`src/rtl/sif_pkg.sv`:
```
package sif_pkg;
  localparam int DATA_W = 32;
  localparam int IDX_W  = 4;

  // word indices (byte offset / 4)
  localparam logic [IDX_W-1:0] W_STAT  = 4'd0;
  localparam logic [IDX_W-1:0] W_COVER = 4'd1;
  localparam logic [IDX_W-1:0] W_CMD0  = 4'd2;
  localparam logic [IDX_W-1:0] W_CMD1  = 4'd3;
  localparam logic [IDX_W-1:0] W_CMD2  = 4'd4;
  localparam logic [IDX_W-1:0] W_ADDR  = 4'd5;
  localparam logic [IDX_W-1:0] W_LEN   = 4'd6;
  localparam logic [IDX_W-1:0] W_CTL   = 4'd7;
  localparam logic [IDX_W-1:0] W_IMM   = 4'd8;
  localparam logic [IDX_W-1:0] W_CFG   = 4'd9;

  // status bit positions
  localparam int B_BRKREQ = 0;
  localparam int B_ERR_EN = 1;
  localparam int B_ERR_F  = 2;
  localparam int B_TC_EN  = 3;
  localparam int B_TC_F   = 4;
  localparam int B_BRK_EN = 5;
  localparam int B_BRK_F  = 6;
  localparam int STAT_W   = 7;

  localparam int CTL_W = 3;
  localparam logic [DATA_W-1:0] ADDR_KEEP = 32'h03FF_FFE0;
  localparam logic [DATA_W-1:0] LEN_KEEP  = 32'hFFFF_FFE0;
  localparam logic [DATA_W-1:0] CFG_VALUE = 32'h0000_0001;

  // word store layout: three commands then the immediate buffer
  localparam int STORE_WORDS = 4;
  localparam int STORE_IMM   = 3;
endpackage

```
`src/rtl/sif_status.sv`:
```
module sif_status
  import sif_pkg::*;
(
  input  logic              clk,
  input  logic              rst,
  input  logic              wr_en,
  input  logic [DATA_W-1:0] wdata,
  input  logic              set_err,
  input  logic              set_tc,
  input  logic              set_brk,
  input  logic              cov_en,
  input  logic              cov_flag,
  output logic [STAT_W-1:0] stat_q,
  output logic              irq
);
  logic [STAT_W-1:0] clr;

  always_comb begin
    clr = '0;
    if (wr_en) begin
      clr[B_ERR_F] = wdata[B_ERR_F];
      clr[B_TC_F]  = wdata[B_TC_F];
      clr[B_BRK_F] = wdata[B_BRK_F];
    end
  end

  always_ff @(posedge clk) begin
    if (rst) begin
      stat_q <= '0;
      irq    <= 1'b0;
    end else begin
      if (wr_en) begin
        stat_q[B_BRKREQ] <= wdata[B_BRKREQ];
        stat_q[B_ERR_EN] <= wdata[B_ERR_EN];
        stat_q[B_TC_EN]  <= wdata[B_TC_EN];
        stat_q[B_BRK_EN] <= wdata[B_BRK_EN];
      end
      // set has priority over write-one-to-clear
      stat_q[B_ERR_F] <= set_err | (stat_q[B_ERR_F] & ~clr[B_ERR_F]);
      stat_q[B_TC_F]  <= set_tc  | (stat_q[B_TC_F]  & ~clr[B_TC_F]);
      stat_q[B_BRK_F] <= set_brk | (stat_q[B_BRK_F] & ~clr[B_BRK_F]);
      irq <= (stat_q[B_ERR_F] & stat_q[B_ERR_EN]) |
             (stat_q[B_TC_F]  & stat_q[B_TC_EN])  |
             (stat_q[B_BRK_F] & stat_q[B_BRK_EN]) |
             (cov_flag & cov_en);
    end
  end
endmodule

```
`src/rtl/sif_dma_ctrl.sv`:
```
module sif_dma_ctrl
  import sif_pkg::*;
(
  input  logic              clk,
  input  logic              rst,
  input  logic              wr_addr,
  input  logic              wr_len,
  input  logic              wr_ctl,
  input  logic [DATA_W-1:0] wdata,
  input  logic              done,
  output logic              finish,
  output logic [DATA_W-1:0] addr_q,
  output logic [DATA_W-1:0] len_q,
  output logic [CTL_W-1:0]  ctl_q,
  output logic              start_pulse
);
  assign finish = done & ctl_q[0];

  always_ff @(posedge clk) begin
    if (rst) begin
      addr_q      <= '0;
      len_q       <= '0;
      ctl_q       <= '0;
      start_pulse <= 1'b0;
    end else begin
      if (wr_addr) addr_q <= wdata & ADDR_KEEP;

      if (finish)      len_q <= '0;
      else if (wr_len) len_q <= wdata & LEN_KEEP;

      // completion has priority over a control write in the same cycle
      if (finish)      ctl_q[0] <= 1'b0;
      else if (wr_ctl) ctl_q    <= wdata[CTL_W-1:0];

      start_pulse <= wr_ctl & wdata[0] & ~ctl_q[0] & ~finish;
    end
  end
endmodule

```
`src/rtl/sif_word_store.sv`:
```
module sif_word_store #(
  parameter int WORDS    = 4,
  parameter int DW       = 32,
  parameter int LOAD_IDX = 3
) (
  input  logic          clk,
  input  logic          rst,
  input  logic [WORDS-1:0] we,
  input  logic [DW-1:0] wdata,
  input  logic          load_en,
  input  logic [DW-1:0] load_data,
  output logic [DW-1:0] q [WORDS]
);
  for (genvar i = 0; i < WORDS; i++) begin : g_word
    if (i == LOAD_IDX) begin : g_loadable
      always_ff @(posedge clk) begin
        if (rst)          q[i] <= '0;
        else if (load_en) q[i] <= load_data;
        else if (we[i])   q[i] <= wdata;
      end
    end else begin : g_plain
      always_ff @(posedge clk) begin
        if (rst)        q[i] <= '0;
        else if (we[i]) q[i] <= wdata;
      end
    end
  end
endmodule

```
`src/rtl/storage_if_regs.sv`:
```
module storage_if_regs
  import sif_pkg::*;
#(
  parameter int ADDR_W = 6
) (
  input  logic              clk,
  input  logic              rst,
  input  logic              bus_wr,
  input  logic              bus_rd,
  input  logic [ADDR_W-1:0] bus_addr,
  input  logic [31:0]       bus_wdata,
  output logic [31:0]       bus_rdata,
  output logic              irq,
  output logic              xfer_start,
  output logic [31:0]       xfer_cmd0,
  output logic [31:0]       xfer_cmd1,
  output logic [31:0]       xfer_cmd2,
  output logic [31:0]       xfer_addr,
  output logic [31:0]       xfer_len,
  input  logic              eng_done,
  input  logic              eng_err,
  input  logic              eng_break,
  input  logic              imm_load,
  input  logic [31:0]       imm_data,
  input  logic              cover_flag
);
  localparam int SEL_W = ADDR_W - 2;

  logic [SEL_W-1:0]      sel;
  logic                  wr_stat, wr_cover, wr_addr, wr_len, wr_ctl;
  logic [STORE_WORDS-1:0] store_we;
  logic [DATA_W-1:0]     store_q [STORE_WORDS];
  logic [STAT_W-1:0]     stat_q;
  logic [DATA_W-1:0]     addr_q, len_q;
  logic [CTL_W-1:0]      ctl_q;
  logic                  finish;
  logic                  cov_en;
  logic [DATA_W-1:0]     rd_mux;

  assign sel      = bus_addr[ADDR_W-1:2];
  assign wr_stat  = bus_wr && (sel == SEL_W'(W_STAT));
  assign wr_cover = bus_wr && (sel == SEL_W'(W_COVER));
  assign wr_addr  = bus_wr && (sel == SEL_W'(W_ADDR));
  assign wr_len   = bus_wr && (sel == SEL_W'(W_LEN));
  assign wr_ctl   = bus_wr && (sel == SEL_W'(W_CTL));
  assign store_we[0] = bus_wr && (sel == SEL_W'(W_CMD0));
  assign store_we[1] = bus_wr && (sel == SEL_W'(W_CMD1));
  assign store_we[2] = bus_wr && (sel == SEL_W'(W_CMD2));
  assign store_we[STORE_IMM] = bus_wr && (sel == SEL_W'(W_IMM));

  sif_word_store #(
    .WORDS(STORE_WORDS), .DW(DATA_W), .LOAD_IDX(STORE_IMM)
  ) u_store (
    .clk(clk), .rst(rst), .we(store_we), .wdata(bus_wdata),
    .load_en(imm_load), .load_data(imm_data), .q(store_q)
  );

  sif_dma_ctrl u_dma (
    .clk(clk), .rst(rst), .wr_addr(wr_addr), .wr_len(wr_len),
    .wr_ctl(wr_ctl), .wdata(bus_wdata), .done(eng_done),
    .finish(finish), .addr_q(addr_q), .len_q(len_q), .ctl_q(ctl_q),
    .start_pulse(xfer_start)
  );

  sif_status u_stat (
    .clk(clk), .rst(rst), .wr_en(wr_stat), .wdata(bus_wdata),
    .set_err(finish & eng_err), .set_tc(finish & ~eng_err),
    .set_brk(eng_break), .cov_en(cov_en), .cov_flag(cover_flag),
    .stat_q(stat_q), .irq(irq)
  );

  always_ff @(posedge clk) begin
    if (rst)           cov_en <= 1'b0;
    else if (wr_cover) cov_en <= bus_wdata[0];
  end

  always_comb begin
    rd_mux = '0;
    case (sel)
      SEL_W'(W_STAT):  rd_mux = DATA_W'(stat_q);
      SEL_W'(W_COVER): rd_mux = {30'd0, cover_flag, cov_en};
      SEL_W'(W_CMD0):  rd_mux = store_q[0];
      SEL_W'(W_CMD1):  rd_mux = store_q[1];
      SEL_W'(W_CMD2):  rd_mux = store_q[2];
      SEL_W'(W_ADDR):  rd_mux = addr_q;
      SEL_W'(W_LEN):   rd_mux = len_q;
      SEL_W'(W_CTL):   rd_mux = DATA_W'(ctl_q);
      SEL_W'(W_IMM):   rd_mux = store_q[STORE_IMM];
      SEL_W'(W_CFG):   rd_mux = CFG_VALUE;
      default:         rd_mux = '0;
    endcase
  end

  always_ff @(posedge clk) begin
    if (rst)         bus_rdata <= '0;
    else if (bus_rd) bus_rdata <= rd_mux;
  end

  assign xfer_cmd0 = store_q[0];
  assign xfer_cmd1 = store_q[1];
  assign xfer_cmd2 = store_q[2];
  assign xfer_addr = addr_q;
  assign xfer_len  = len_q;
endmodule

```
`config.mk`:
```
export PLATFORM = sky130hd
export DESIGN_NAME = storage_if_regs
export DESIGN_NICKNAME = d
export VERILOG_FILES = /design/src/rtl/sif_pkg.sv /design/src/rtl/sif_status.sv /design/src/rtl/sif_dma_ctrl.sv /design/src/rtl/sif_word_store.sv /design/src/rtl/storage_if_regs.sv
export SDC_FILE = /design/constraint.sdc
export NUM_CORES = 1
export LEC_CHECK = 0
export BUFFER_PORTS_ARGS = -buffer_cell sky130_fd_sc_hd__buf_2
export CAP_MARGIN = 25
export CORE_MARGIN = 3
export CORE_UTILIZATION = 55
export CTS_BUF_LIST = sky130_fd_sc_hd__clkbuf_4
export DETAILED_ROUTE_END_ITERATION = 10
export HOLD_SLACK_MARGIN = 0.15
export MAX_ROUTING_LAYER = met4
export PLACE_DENSITY_LB_ADDON = 0.08
export SYNTH_ARGS = -nofsm -noshare
export SYNTH_HDL_FRONTEND = slang
export SYNTH_SLANG_ARGS = --single-unit
```
`constraint.sdc`:
```
create_clock -name clk -period 1.7 [get_ports clk]
set_clock_uncertainty 0.05 [all_clocks]
set_input_delay 0.34 -clock clk [delete_from_list [all_inputs] [get_ports clk]]
set_output_delay 0.34 -clock clk [all_outputs]
set_load 0.05 [all_outputs]
```
==> impl_metrics.yaml <==
global_route:
  grt_pass1_wl_um: 55000
  grt_max_degree: 44
  antenna_found_initial: 1
  grt_pass1_vias: 9985
  grt_usage_pct: 35.3
  gr-total-overflow: 0
synth:
  synthDistinctLibCells: 62
  yosysSeqAreaShare_pct: 42.5
  synthFlopType: "dfxtp_1"
  synth_edf_count: 0
  synth-seq-cells: 221
  syn_inst: 1224
  yosysWarnings: 0
  post_synth.cell_area_avg_um2: 8.50
  netlist_area_mm2: 0.0104
  synthArstFlopShare_pct: 0
power:
  p_leak_nw: 5.65
  p_seq_share_pct: 47.6
  peakVddDrop_v: 0.000499
  switchingPower_mw: 3.15
  clockPowerShare_pct: 38.7
  p_int_mw: 8.14
  p_per_area_mw_per_mm2: 824
  p_sw_share_pct: 27.9
  p_comb_share_pct: 13.7
setup_path:
  cp_top_family: "flip-flops"
  cp-end-kind: "output port"
  worstPathRequired_ps: 1310
  crit_chain: "buf_4"
  cp.arrival_ps: 1270
  path_max_fanout: 2
  path_class: "flip-flop to output port"
  start_kind: "flip-flop"
  crit_slowest_cell: "dfxtp_1"
  cp_num_buf_inv: 1
  critical_path.max_stage_delay_ps: 390
route:
  route.detailed.drc: 0
  via_per_inst: 5.78
  wl_per_cell_um: 20.7
  firstDrtPassIters: 7
  ant_nets: 0
  drtIter0Drc: 813
  routed_wl_um: 36900
  vias: 10300
die:
  die_w_um: 144
  num_rows: 49
  dieArea_mm2: 0.0206
  start_util_pct: 57.0
  pin_count: 273
  die_h_um: 144
  design.core.area_mm2: 0.0183
sta:
  slew_viol_final: 0
  worst_hold_slack_ps: 240
  setup_tns_ps: 0
  timing.final.crit_share_pct: 97.6
  slew_headroom_pct: 58.1
  max_freq_mhz: 602
  period_needed_ps: 1660
  setup_viol: 0
  hold_viol_final: 0
  worstMarginPinSlew_ps: 627
place:
  place_hpwl_um: 24300
  io_buffer_count: 254
  place_congestion: 0.921
  placed_cell_area_mm2: 0.0117
worst_hold_path:
  hp-class: "input port to flip-flop"
cts:
  cts_inserted_buffers: 56
  cts_root_buf: "clkbuf_4"
  clockBufferDepth: 3
  htreeDepth: 2
  cts_tree: "built"
  clock_latency_ps: 650
  clkTransAtPathRegs_ps: 70
  post-cts-setup-buffers: 0
  clkSinkCount: 221
final_layout:
  area_growth_pct: 31.7
  layout_commonest_cell: "nand2_1"
  final_cell_mix: "298 x nand2_1, 218 x dfxtp_1, 179 x buf_4, 158 x a21oi_1, 106 x clkbuf_4"
  drive_gt1_share_pct: 31.5
  final_nets: 1588
  final_core_util_pct: 75.0
  postLayoutCellArea_mm2: 0.0137
run_status:
  status: "finished, final reports clean"
flow_run:
  maxCapViolCount: 0
cell type report:
class / count / area (µm²)
sequential: 221 / 4430
inverter: 2 / 7.51
tap: 229 / 287
multi-input combinational: 808 / 4720
clock buffer: 85 / 638
antenna: 1 / 2.50
fill: 1388 / 4570
timing repair buffer: 420 / 3580
clock inverter: 11 / 41.3
metal layers:
metal	global-route usage, %	wire (µm)	vias to the layer above
met1	46.6	15100	4853
li1	-	-	4753
met4	11.0	928	0
met2	55.9	17400	586
met3	5.56	3420	74
met5	-	0	-
what timing repair did:
| action | CTS | global route |
|---|---|---|
| endpoints found under the hold margin | 192 | 0 |
| endpoints found under the setup margin | 141 | 71 |
| hold buffers | 72 | 0 |
| gates resized for setup | 143 | 82 |
metrics by stage:
step / instances / worst slack [ps] / power [mW]
3_3_place_gp: 1608 / -117 / 6.81
2_1_floorplan: 1239 / 116 / 6.35
6_report: 1777 / 40.2 / 11.3
5_1_grt: 1777 / -15.3 / 11.7
4_1_cts: 1776 / 0.114 / 11.3
3_5_place_dp: 1608 / -155 / 6.83
Yosys cell counts (4+ instances only):
library cell | n | area, µm²
a221oi_1 | 6 | 52.6
nor2_1 | 50 | 188
o21ai_1 | 4 | 20.0
and3_1 | 4 | 25.0
a21oi_1 | 158 | 791
nand3_1 | 6 | 30.0
nand4_1 | 4 | 25.0
o211ai_1 | 7 | 52.6
a32oi_1 | 5 | 43.8
a211oi_1 | 4 | 30.0
buf_2 | 25 | 125
nor2b_1 | 9 | 56.3
nor3_1 | 4 | 20.0
a22o_1 | 39 | 342
clkbuf_1 | 45 | 169
o21ai_0 | 13 | 65.1
buf_4 | 127 | 953
a222oi_1 | 7 | 70.1
buf_6 | 9 | 101
a22oi_1 | 44 | 330
mux2i_1 | 50 | 500
nand2_1 | 298 | 1120
a211oi_2 | 28 | 350
dfxtp_1 | 221 | 4420
worst register-to-register path: stages (launching register included):
cell and delay [ps]:
dfxtp_1 330, mux2_4 270, a222oi_1 330, a21oi_1 110, a21o_1 160
state kept, by name, indices dropped and copies added, names as in the netlist:
register           cells
u_stat.irq             1
u_store.q            128
u_stat.stat_q          7
u_dma.addr_q          21
u_dma.ctl_q            3
cov_en                 1
u_dma.len_q           27
bus_rdata             32
u_dma.start_pulse      1
path summary, 6_finish.rpt:
kind / cells past startpoint / startpoint / slack, ps / endpoint
worst min register to register: 2 / bus_rdata[21] / 410 / bus_rdata[21]
worst max-delay path: 1 / bus_rdata[11] / 40 / bus_rdata[11]
worst max register to register: 4 / u_store.q[103] / 340 / bus_rdata[7]
worst min-delay path: 5 / bus_wr / 240 / u_dma.ctl_q[0]
cell families after synthesis:
group	Yosys count	synth area share, %
buf+inv	210	13.1
flops	221	42.5
other cells	1	0.0360
simple gates	403	16.8
mux	54	5.28
compound gates	335	22.3
power by group through the flow:
stage                     clock network, mW  logic (mW)  registers (mW)
final                                  4.37        1.54            5.37
after global routing                   4.70        1.62            5.38
after CTS                              4.41        1.50            5.37
after detailed placement                  0        1.35            5.48
after global placement                    0        1.33            5.48
after floorplan                           0       0.818            5.53
(Power assumes the default switching activity.)
